## src/rtl/lockp_pkg.sv

```systemverilog
package lockp_pkg;

  typedef enum logic [2:0] {
    BS_TIGHT  = 3'b001,
    BS_LOCKED = 3'b010,
    BS_OPEN   = 3'b100
  } blk_state_t;

  typedef enum logic [2:0] {
    OP_NONE,
    OP_OPEN,
    OP_LOCK,
    OP_TIGHT,
    OP_BAD
  } walk_op_t;

  localparam logic [7:0] CMD_OPEN_RANGE  = 8'h23;
  localparam logic [7:0] CMD_OPEN_ALL    = 8'h27;
  localparam logic [7:0] CMD_LOCK_RANGE  = 8'h2A;
  localparam logic [7:0] CMD_TIGHT_RANGE = 8'h2C;

  typedef struct packed {
    logic       wr;
    logic       halt;
    blk_state_t nxt;
  } step_t;

  function automatic walk_op_t decode_cmd(input logic [7:0] code);
    case (code)
      CMD_OPEN_RANGE, CMD_OPEN_ALL: return OP_OPEN;
      CMD_LOCK_RANGE:               return OP_LOCK;
      CMD_TIGHT_RANGE:              return OP_TIGHT;
      default:                      return OP_BAD;
    endcase
  endfunction

  // Decide what one visited block does under a given walk.
  function automatic step_t block_step(input walk_op_t op, input blk_state_t cur);
    step_t s;
    s.wr   = 1'b0;
    s.halt = 1'b0;
    s.nxt  = cur;
    case (op)
      OP_OPEN, OP_LOCK: begin
        if (cur == BS_TIGHT) s.halt = 1'b1;
        else begin
          s.wr  = 1'b1;
          s.nxt = (op == OP_OPEN) ? BS_OPEN : BS_LOCKED;
        end
      end
      OP_TIGHT: begin
        if (cur != BS_OPEN) begin
          s.wr  = 1'b1;
          s.nxt = BS_TIGHT;
        end
      end
      default: s.halt = 1'b1;
    endcase
    return s;
  endfunction

endpackage

```

## src/rtl/lockp_addr_regs.sv

```systemverilog
module lockp_addr_regs #(
  parameter int ADDR_W = 4
) (
  input  logic              clk,
  input  logic              rst_n,
  input  logic              start_we,
  input  logic              end_we,
  input  logic [ADDR_W-1:0] wdata,
  output logic [ADDR_W-1:0] start_q,
  output logic [ADDR_W-1:0] end_q
);

  always_ff @(posedge clk or negedge rst_n) begin
    if (!rst_n) begin
      start_q <= '0;
      end_q   <= '0;
    end else if (start_we) begin
      start_q <= wdata;
      end_q   <= wdata;
    end else if (end_we) begin
      end_q   <= wdata;
    end
  end

  // writing the first pointer also loads the last pointer
  a_r3_start_copies_end: assert property (@(posedge clk) disable iff (!rst_n)
    start_we |=> (end_q == $past(wdata)) && (start_q == $past(wdata)));

endmodule

```

## src/rtl/lockp_state_array.sv

```systemverilog
module lockp_state_array
  import lockp_pkg::*;
#(
  parameter int NUM_BLOCKS = 12,
  parameter int ADDR_W     = 4
) (
  input  logic              clk,
  input  logic              rst_n,
  input  logic              wr_en,
  input  logic [ADDR_W-1:0] wr_idx,
  input  blk_state_t        wr_state,
  input  logic [ADDR_W-1:0] walk_idx,
  output blk_state_t        walk_state,
  input  logic [ADDR_W-1:0] qry_idx,
  output blk_state_t        qry_state
);

  blk_state_t st_q [NUM_BLOCKS];

  for (genvar g = 0; g < NUM_BLOCKS; g++) begin : g_blk
    always_ff @(posedge clk or negedge rst_n) begin
      if (!rst_n)                                   st_q[g] <= BS_LOCKED;
      else if (wr_en && (32'(wr_idx) == 32'(g)))    st_q[g] <= wr_state;
    end

    // a tight block stays tight
    a_r8_tight_kept: assert property (@(posedge clk) disable iff (!rst_n)
      (st_q[g] == BS_TIGHT) |=> (st_q[g] == BS_TIGHT));
  end

  always_comb begin
    walk_state = blk_state_t'(3'b000);
    qry_state  = blk_state_t'(3'b000);
    if (32'(walk_idx) < NUM_BLOCKS) walk_state = st_q[walk_idx];
    if (32'(qry_idx)  < NUM_BLOCKS) qry_state  = st_q[qry_idx];
  end

  // only one-hot states are ever stored
  a_r1_write_onehot: assert property (@(posedge clk) disable iff (!rst_n)
    wr_en |-> $onehot(wr_state));

endmodule

```

## src/rtl/lockp_walker.sv

```systemverilog
module lockp_walker
  import lockp_pkg::*;
#(
  parameter int NUM_BLOCKS = 12,
  parameter int ADDR_W     = 4
) (
  input  logic              clk,
  input  logic              rst_n,
  input  logic              accept,
  input  logic [7:0]        code,
  input  logic [ADDR_W-1:0] start_ptr,
  input  logic [ADDR_W-1:0] end_ptr,
  input  blk_state_t        cur_state,
  output logic              busy,
  output logic [ADDR_W-1:0] idx,
  output logic              wr_en,
  output blk_state_t        wr_state,
  output logic              fin,
  output logic              err_evt
);

  localparam logic [ADDR_W-1:0] LAST_IDX = ADDR_W'(NUM_BLOCKS - 1);

  logic              busy_q;
  walk_op_t          op_q;
  logic [ADDR_W-1:0] idx_q, last_q;
  logic              past_end, oob;
  step_t             step;
  walk_op_t          op_in;

  assign op_in    = decode_cmd(code);
  assign past_end = idx_q > last_q;
  assign oob      = 32'(idx_q) >= NUM_BLOCKS;
  assign step     = block_step(op_q, cur_state);

  assign busy     = busy_q;
  assign idx      = idx_q;
  assign fin      = busy_q & (past_end | oob | step.halt | (idx_q == last_q));
  assign err_evt  = busy_q & ~past_end & (oob | (op_q == OP_BAD));
  assign wr_en    = busy_q & ~past_end & ~oob & step.wr;
  assign wr_state = step.nxt;

  always_ff @(posedge clk or negedge rst_n) begin
    if (!rst_n) begin
      busy_q <= 1'b0;
      op_q   <= OP_NONE;
      idx_q  <= '0;
      last_q <= '0;
    end else if (busy_q) begin
      if (fin) busy_q <= 1'b0;
      else     idx_q  <= idx_q + 1'b1;
    end else if (accept) begin
      busy_q <= 1'b1;
      op_q   <= op_in;
      if (code == CMD_OPEN_ALL) begin
        idx_q  <= '0;
        last_q <= LAST_IDX;
      end else if (op_in == OP_BAD) begin
        idx_q  <= '0;
        last_q <= '0;
      end else begin
        idx_q  <= start_ptr;
        last_q <= end_ptr;
      end
    end
  end

  // walk starts the cycle after acceptance
  a_r11_busy_after_accept: assert property (@(posedge clk) disable iff (!rst_n)
    (accept && !busy_q) |=> busy_q);
  // one block per clock
  a_r11_one_per_clock: assert property (@(posedge clk) disable iff (!rst_n)
    (busy_q && !fin) |=> busy_q && (idx_q == $past(idx_q) + 1'b1));

endmodule

```

## src/rtl/lockp_ctrl.sv

```systemverilog
module lockp_ctrl
  import lockp_pkg::*;
#(
  parameter int   NUM_BLOCKS = 12,
  localparam int  ADDR_W     = (NUM_BLOCKS > 1) ? $clog2(NUM_BLOCKS) : 1
) (
  input  logic              clk,
  input  logic              rst_n,
  input  logic              cmd_valid,
  input  logic [7:0]        cmd_code,
  input  logic              start_we,
  input  logic              end_we,
  input  logic [ADDR_W-1:0] addr_wdata,
  input  logic              irq_ack,
  input  logic [ADDR_W-1:0] qry_blk,
  output logic [ADDR_W-1:0] start_addr,
  output logic [ADDR_W-1:0] end_addr,
  output logic              busy,
  output logic              done,
  output logic              cmd_err,
  output logic              int_pend,
  output logic [2:0]        wp_status,
  output logic [2:0]        qry_state,
  output logic              qry_protected
);

  logic              accept;
  logic              walk_busy, walk_fin, walk_err, wr_en;
  logic [ADDR_W-1:0] walk_idx;
  blk_state_t        wr_state, walk_state, q_state;
  logic              done_q, err_q, int_q;
  logic [2:0]        wp_q;

  assign accept = cmd_valid & ~walk_busy & ~int_q;

  lockp_addr_regs #(.ADDR_W(ADDR_W)) u_addr (
    .clk(clk), .rst_n(rst_n), .start_we(start_we), .end_we(end_we),
    .wdata(addr_wdata), .start_q(start_addr), .end_q(end_addr)
  );

  lockp_walker #(.NUM_BLOCKS(NUM_BLOCKS), .ADDR_W(ADDR_W)) u_walk (
    .clk(clk), .rst_n(rst_n), .accept(accept), .code(cmd_code),
    .start_ptr(start_addr), .end_ptr(end_addr), .cur_state(walk_state),
    .busy(walk_busy), .idx(walk_idx), .wr_en(wr_en), .wr_state(wr_state),
    .fin(walk_fin), .err_evt(walk_err)
  );

  lockp_state_array #(.NUM_BLOCKS(NUM_BLOCKS), .ADDR_W(ADDR_W)) u_arr (
    .clk(clk), .rst_n(rst_n), .wr_en(wr_en), .wr_idx(walk_idx),
    .wr_state(wr_state), .walk_idx(walk_idx), .walk_state(walk_state),
    .qry_idx(qry_blk), .qry_state(q_state)
  );

  always_ff @(posedge clk or negedge rst_n) begin
    if (!rst_n) begin
      done_q <= 1'b0;
      err_q  <= 1'b0;
      int_q  <= 1'b0;
      wp_q   <= BS_LOCKED;
    end else begin
      done_q <= walk_fin;
      if (wr_en) wp_q <= wr_state;
      if (walk_fin) begin
        int_q <= 1'b1;
        if (walk_err) err_q <= 1'b1;
      end else if (irq_ack) begin
        int_q <= 1'b0;
        err_q <= 1'b0;
      end
    end
  end

  assign busy          = walk_busy;
  assign done          = done_q;
  assign cmd_err       = err_q;
  assign int_pend      = int_q;
  assign wp_status     = wp_q;
  assign qry_state     = q_state;
  assign qry_protected = (q_state != BS_OPEN);

  // completion always leaves the pending flag set
  a_r12_done_sets_pending: assert property (@(posedge clk) disable iff (!rst_n)
    done |-> int_pend);
  // done is a single-cycle pulse that coincides with busy falling
  a_r11_done_pulse: assert property (@(posedge clk) disable iff (!rst_n)
    done |-> !busy && $past(busy));
  // no walk starts while the pending flag is set
  a_r4_pending_blocks: assert property (@(posedge clk) disable iff (!rst_n)
    (int_pend && !busy) |=> !busy);
  // status tracks every block written
  a_r10_status_follows: assert property (@(posedge clk) disable iff (!rst_n)
    wr_en |=> wp_status == $past(wr_state));

endmodule

```

## config.mk

```make
export PLATFORM = sky130hd
export DESIGN_NAME = lockp_ctrl
export DESIGN_NICKNAME = d
export VERILOG_FILES = /design/src/rtl/lockp_pkg.sv /design/src/rtl/lockp_addr_regs.sv /design/src/rtl/lockp_state_array.sv /design/src/rtl/lockp_walker.sv /design/src/rtl/lockp_ctrl.sv
export SDC_FILE = /design/constraint.sdc
export NUM_CORES = 1
export LEC_CHECK = 0
export BUFFER_PORTS_ARGS = -buffer_cell sky130_fd_sc_hd__buf_4
export CELL_PAD_IN_SITES_DETAIL_PLACEMENT = 1
export CELL_PAD_IN_SITES_GLOBAL_PLACEMENT = 2
export CORE_MARGIN = 1.5
export CORE_UTILIZATION = 35
export DETAILED_ROUTE_END_ITERATION = 7
export PLACE_DENSITY_LB_ADDON = 0.25
export SETUP_SLACK_MARGIN = 0.5
export SLEW_MARGIN = 40
export SYNTH_ARGS = -nofsm -noshare
export SYNTH_HDL_FRONTEND = slang
export SYNTH_HIERARCHICAL = 1
export SYNTH_SLANG_ARGS = --single-unit
```

## constraint.sdc

```tcl
create_clock -name clk -period 9.65 [get_ports clk]
set_clock_uncertainty 0.05 [all_clocks]
set_input_delay 0.4825 -clock clk [delete_from_list [all_inputs] [get_ports clk]]
set_output_delay 0.4825 -clock clk [all_outputs]
set_load 0.03 [all_outputs]
```

Yosys cells after proc, flatten, opt, wreduce, memory -nomap -nowiden
Cells that the tools add are included.
{"block": "totals", "reg_bits": 62, "out_inout_bits": 19, "elab_cells": 127}
{"block": "op_classes", "addsub": 1, "magnitude_cmp": 6, "n_eq_ne": 26, "muxes": 34, "n_bitwise": 17, "reduce_logical": 21}
{"cell": "$mux 4", "n": 9}
{"cell": "$eq 8x6->1 const B", "n": 4}
{"cell": "$mux 3", "n": 9}
{"cell": "$bmux 3 s4", "n": 2}
{"cell": "$eq 4x3->1 const B", "n": 4}
{"cell": "$eq 4x4->1 const B", "n": 4}
{"cell": "$logic_and 1x1->1", "n": 12}
{"cell": "$ge 5x5->1 const B", "n": 2}
{"cell": "$mux 1", "n": 10}
{"cell": "$not 4->5", "n": 2}
{"cell": "$pmux 3 s3", "n": 1}
{"cell": "$eq 4x2->1 const B", "n": 2}
{"cell": "$lt 4x4->1 const B", "n": 2}
{"cell": "$and 1x1->1", "n": 7}
{"cell": "$eq 3x1->1 const B", "n": 2}
{"cell": "$eq 3x2->1 const B", "n": 2}
{"cell": "$eq 3x3->1 const B", "n": 2}
{"cell": "$ne 3x3->1 const B", "n": 2}
{"cell": "$pmux 3 s2", "n": 1}
{"cell": "$reduce_and 2->1", "n": 3}
{"cell": "$reduce_bool 2->1", "n": 3}
{"cell": "$add 4x1->4 const B", "n": 1}
{"cell": "$eq 4x1->1 const B", "n": 1}
{"cell": "$eq 4x4->1", "n": 1}
{"cell": "other kinds (9)", "n": 17}

Depth between registers and ports, before layout
{"block": "logic_depth", "depth_word": 13, "mapped_depth": 12, "depth_no_buf": 11}

Hierarchy
Netlist, hierarchy kept.
{"mod": "lockp_state_array", "instances": 1, "cells_per_inst": 140, "area_per_inst_um2": 2018.2, "seq_area_each_um2": 915.9}
{"mod": "lockp_walker", "instances": 1, "cells_per_inst": 104, "area_per_inst_um2": 935.9, "seq_area_each_um2": 300.3}
{"mod": "lockp_addr_regs", "instances": 1, "cells_per_inst": 17, "area_per_inst_um2": 316.6, "seq_area_each_um2": 200.2}
{"mod": "lockp_ctrl", "instances": 1, "cells_per_inst": 17, "area_per_inst_um2": 225.2, "seq_area_each_um2": 151.4}

Worst setup path before layout
Ideal clock, no wire load.
{"block": "synth_timing", "path_kind": "reg-to-reg", "start": "reg u_walk.idx_q[1], in the netlist u_walk/idx[1]", "end": "reg u_arr/st_q[24] in the netlist's numbering", "setup_ps": 125, "arrival_ps": 3385, "t_required_ps": 9475, "setup_slack_ps": 6090, "path_stages_with_launch": 12, "n_path_buf": 1, "cell_sequence": "dfrtp_1 > buf_4 > mux4_2 > a22oi_1 > o21ai_1 > nor3b_2 > nor2b_1 > o22ai_1 > nor4_1 > nor3b_2 > and3_1 > mux2_2"}
{"block": "synth_between", "elab_chain_cells": 10}
{"item": "from (decl)", "line": "lockp_walker.sv:26", "text": "logic [ADDR_W-1:0] idx_q, last_q;"}
{"item": "from (signal assigned)", "line": "lockp_walker.sv:51", "text": "else idx_q <= idx_q + 1'b1;"}
{"item": "from (signal assigned)", "line": "lockp_walker.sv:62", "text": "idx_q <= start_ptr;"}
{"item": "$not 4->5 (not written as such)", "line": "lockp_state_array.sv:34", "text": "if (32'(walk_idx) < NUM_BLOCKS) walk_state = st_q[walk_idx];"}
{"item": "$bmux 3 s4", "line": "lockp_state_array.sv:34"}
{"item": "$mux 3 (not written as such) (2 in series)", "line": "lockp_state_array.sv:34"}
{"item": "$mux 3 *", "line": "lockp_state_array.sv:34"}
{"item": "named net walk_state[0]", "line": "lockp_ctrl.sv:30", "text": "blk_state_t wr_state, walk_state, q_state;"}
{"item": "$ne 3x3->1 or $eq 3x1->1 (tied branches)", "line": "lockp_pkg.sv:52, lockp_pkg.sv:45"}
{"item": "$mux 1 (on tied branches)", "line": "lockp_pkg.sv:52, lockp_pkg.sv:45"}
{"item": "$pmux 1 s2 *", "line": "lockp_pkg.sv:43", "text": "case (op)"}
{"item": "$and 1x1->1 *", "line": "lockp_walker.sv:40", "text": "assign wr_en = busy_q & ~past_end & ~oob & step.wr;"}
{"item": "named net wr_en", "line": "lockp_ctrl.sv:28", "text": "logic walk_busy, walk_fin, walk_err, wr_en;"}
{"item": "$logic_and 1x1->1 *", "line": "lockp_state_array.sv:23", "text": "else if (wr_en && (32'(wr_idx) == 32'(g))) st_q[g] <= wr_state;"}
{"item": "to (signal, indexed assignment)", "line": "lockp_state_array.sv:23"}
{"item": "to (decl)", "line": "lockp_state_array.sv:18", "text": "blk_state_t st_q [NUM_BLOCKS];"}
Mark *: on every way through the listed nets, which the timed path passes. The rest lies on a longest branch. The select of a mux whose other input is x is not followed.
A chain may end at the register's enable or synchronous reset.

Final worst setup path
Same ends and word-level chain as after synthesis.

==> impl_metrics.py <==
metrics = {
    "clock_tree": {
        "h-tree-depth": 3,
        "hold_buffers": 0,
        "cts.clk_slew.worst_paths_ns": 0.07,
        "cts_buffer_depth": 2,
        "cts_setup_buffers": 0,
        "cts_num_sinks": 62,
        "numCtsBuffers": 9,
        "clock_latency_ns": 0.34,
        "root_buffer": "clkbuf_8",
        "cts_resized": 0,
        "cts_tree": "done",
    },
    "detailed_routing": {
        "wire_per_inst_um": 18.6,
        "post-route-drc-count": 0,
        "dr.pass1.iters": 6,
        "drt_iter0_drc": 89,
        "vias": 2426,
        "viasPerCell": 5.29,
        "postRouteAntennaNets": 0,
        "drt-total-wl_um": 8520,
    },
    "critical_path": {
        "cp.arrival_ns": 4.06,
        "cp_cell_sequence": "mux4_2, a22oi_1, o21ai_1, nor3b_2, nor2b_1, o22ai_1, nor4_2, nor3b_2, and3_1, mux2_2",
        "path_max_fanout": 22,
        "crit_top_cell": "nor3b_2",
        "max_stage_delay_ns": 0.69,
        "slowest_stage": "dfrtp_2",
        "cp-start-kind": "register",
        "cp_num_buf_inv": 0,
        "critical_path.top_delay_family": "simple AND/OR/NAND/NOR gates",
        "crit_required_ns": 9.82,
        "path_class": "register to register",
        "crit_path_end_kind": "register",
    },
    "power_and_ir_drop": {
        "power_frac_comb_pct": 21.3,
        "p_switching_mw": 0.226,
        "pwr-share-clk_pct": 31.9,
        "p_total_mw": 0.681,
        "vdd_drop_max_mv": 0.0954,
        "power.density_nw_per_um2": 165,
        "power_frac_seq_pct": 46.8,
        "swShare_pct": 33.2,
        "internal_power_mw": 0.455,
        "leakagePower_nw": 1.78,
    },
    "layout": {
        "nFillCells": 1055,
        "regArea_um2": 1570,
        "stdcell_area_um2": 4120,
        "layout_common_cells": "dfrtp_1, mux2_2, buf_4",
        "final_util_pct": 42.3,
        "layout_commonest_cell": "dfrtp_1",
        "syn_to_final_growth_pct": 17.8,
        "antenna_cells": 0,
        "drive_gt1_share_pct": 44.5,
        "multi_input_comb_area_um2": 1820,
        "nNetsFinal": 348,
    },
    "placed_design": {
        "hpwl_um": 6120,
        "gp_congestion": 0.751,
        "io_buffer_count": 40,
        "dpl_cell_area_um2": 3930,
    },
    "timing": {
        "finalSetupTns_ns": 0,
        "hold_violations": 0,
        "maxSlewHeadroom_pct": 48.8,
        "fmax_mhz": 258,
        "setup_viol": 0,
        "post-route-period-util_pct": 40.2,
        "rsz0062_at_grt": "false",
        "post-route-min-period_ns": 3.88,
        "drv_slew": 0,
        "max_slew.worst_pin.slew_ns": 0.761,
    },
    "die": {
        "die_w_um": 103,
        "fp-row-count": 36,
        "die_area_um2": 10600,
        "io_pins": 41,
        "die_y_um": 103,
        "core_um2": 9730,
        "initial_core_util_pct": 35.9,
    },
    "logic_synthesis": {
        "synthesis.instances": 278,
        "synthAdderAreaFrac_pct": 1.79,
        "yosys.area_share.simple_pct": 11.1,
        "synthXorXnorAreaFrac_pct": 1.22,
        "synth_area_um2": 3500,
        "synthArstFlopShare_pct": 100,
        "synth_edf_count": 0,
        "yosys_warnings": 6,
        "synth_compound_area_share_pct": 9.84,
        "syn_area_per_cell_um2": 12.6,
        "synth_top_family_by_area": "multiplexers",
        "synth.area.mux_share_pct": 27.7,
        "syn-num-nets": 305,
        "ys_types": 53,
        "synth-main-ff-cell": "dfrtp_1",
        "yosysSeqAreaShare_pct": 44.8,
        "synth_seq_cells": 62,
    },
    "global_routing": {
        "grt_overflow": 0,
        "grt_pass1_vias": 2542,
        "grt_max_degree": 63,
        "track_usage_pct": 18.1,
        "antenna_found_initial": 0,
        "grt_pass1_wl_um": 14100,
    },
    "flow_run": {
        "drv_cap": 0,
    },
    "worst_hold_path": {
        "hold_path.class": "input port to asynchronous set/reset pin",
    },
    "outcome": {
        "status": "completed",
    },
}
[cell type report]
type	instances	area share, %
Multi-Input combinational cell	190	44.2
Sequential cell	62	38.1
Timing Repair Buffer	41	7.57
Clock buffer	13	4.10
Tap cell	133	4.04
Inverter	17	1.55
Clock inverter	3	0.425
[Yosys cell counts, types with 2 or more instances]
cell type | count | area share [%]
dfrtp_1 | 49 | 35
mux2_2 | 40 | 13
inv_1 | 17 | 1.8
mux4_2 | 16 | 10
nand2_1 | 15 | 1.6
nor2_1 | 14 | 1.5
dfstp_2 | 13 | 9.8
a21oi_1 | 10 | 1.4
nor2b_1 | 8 | 1.4
a22oi_1 | 7 | 1.5
o21ai_1 | 7 | 1.0
nand2b_1 | 6 | 1.1
nand3_1 | 6 | 0.86
o21ai_0 | 6 | 0.86
ha_1 | 5 | 1.8
mux2_4 | 4 | 1.7
nand3b_1 | 4 | 0.86
a221o_1 | 3 | 0.86
buf_6 | 3 | 0.97
clkbuf_1 | 3 | 0.32
mux2_1 | 3 | 0.97
a221oi_1 | 2 | 0.50
and3_1 | 2 | 0.36
buf_1 | 2 | 0.21
mux4_1 | 2 | 1.5
nor3b_2 | 2 | 0.72
or3_4 | 2 | 0.64
xor2_1 | 2 | 0.50
[sequential cells by signal, indices dropped and copies added, names as in the netlist]
register and count:
cmd_err 1, u_addr/start_q 4, done 1, wp_status 3, int_pend 1, u_walk/last_q 4
u_walk/op_q 3, u_addr/end_q 4, u_arr/st_q 36, u_walk/busy 1, u_walk/idx 4
[per-layer routing]
| metal | track usage [%] | vias up | routed length, um |
|---|---|---|---|
| met3 | 2.92 | 11 | 170 |
| li1 | - | 1121 | - |
| met2 | 26.7 | 29 | 3930 |
| met4 | 6.86 | 0 | 135 |
| met1 | 26.7 | 1265 | 4280 |
| met5 | 0 | - | 0 |
[power by group through the flow]
stage / clock network, mW / logic (mW) / registers [mW]
floorplan: 0 / 0.0897 / 0.322
global placement: 0 / 0.146 / 0.323
detailed placement: 0 / 0.147 / 0.324
CTS: 0.224 / 0.147 / 0.320
global route: 0.237 / 0.160 / 0.325
finish: 0.217 / 0.145 / 0.319
[per-stage QoR]
step | hold slack [ns] | cells | setup WS (ns)
final | 0.0666 | 459 | 5.77
after detailed placement | 0.440 | 443 | 5.75
after floorplan | 0.137 | 278 | 6.09
after CTS | 0.197 | 459 | 5.74
after global placement | 0.429 | 443 | 5.18
after global routing | 0.0992 | 459 | 5.45
[cells by family after synthesis]
logic type	Yosys count
adders and majority gates	5
xor gates and xnor gates	4
and+or+nand+nor	67
buffers and inverters	26
AOI/OAI and AO/OA	48
DFF	62
muxes	66
[path summary, 6_finish.rpt]
path	start	cells after the start	endpoint	slack, ns
max in group asynchronous	rst_n	1	u_walk/idx[1]	9.05
min in group clk	irq_ack	2	cmd_err	0.29
hold reg to reg	u_walk/last_q[2]	1	u_walk/last_q[2]	0.45
hold / removal	rst_n	1	u_arr/st_q[29]	0.07
setup reg to reg	u_walk/idx[1]	10	u_arr/st_q[24]	5.77
setup / recovery	u_walk/idx[1]	10	u_arr/st_q[24]	5.77
[worst register-to-register path: stages, from the launching register on]
cell	delay, ns
dfrtp_2	0.69
mux4_2	0.57
a22oi_1	0.20
o21ai_1	0.16
nor3b_2	0.21
nor2b_1	0.13
o22ai_1	0.09
nor4_2	0.59
nor3b_2	0.44
and3_1	0.28
mux2_2	0.35
(Power assumes the default switching activity.)
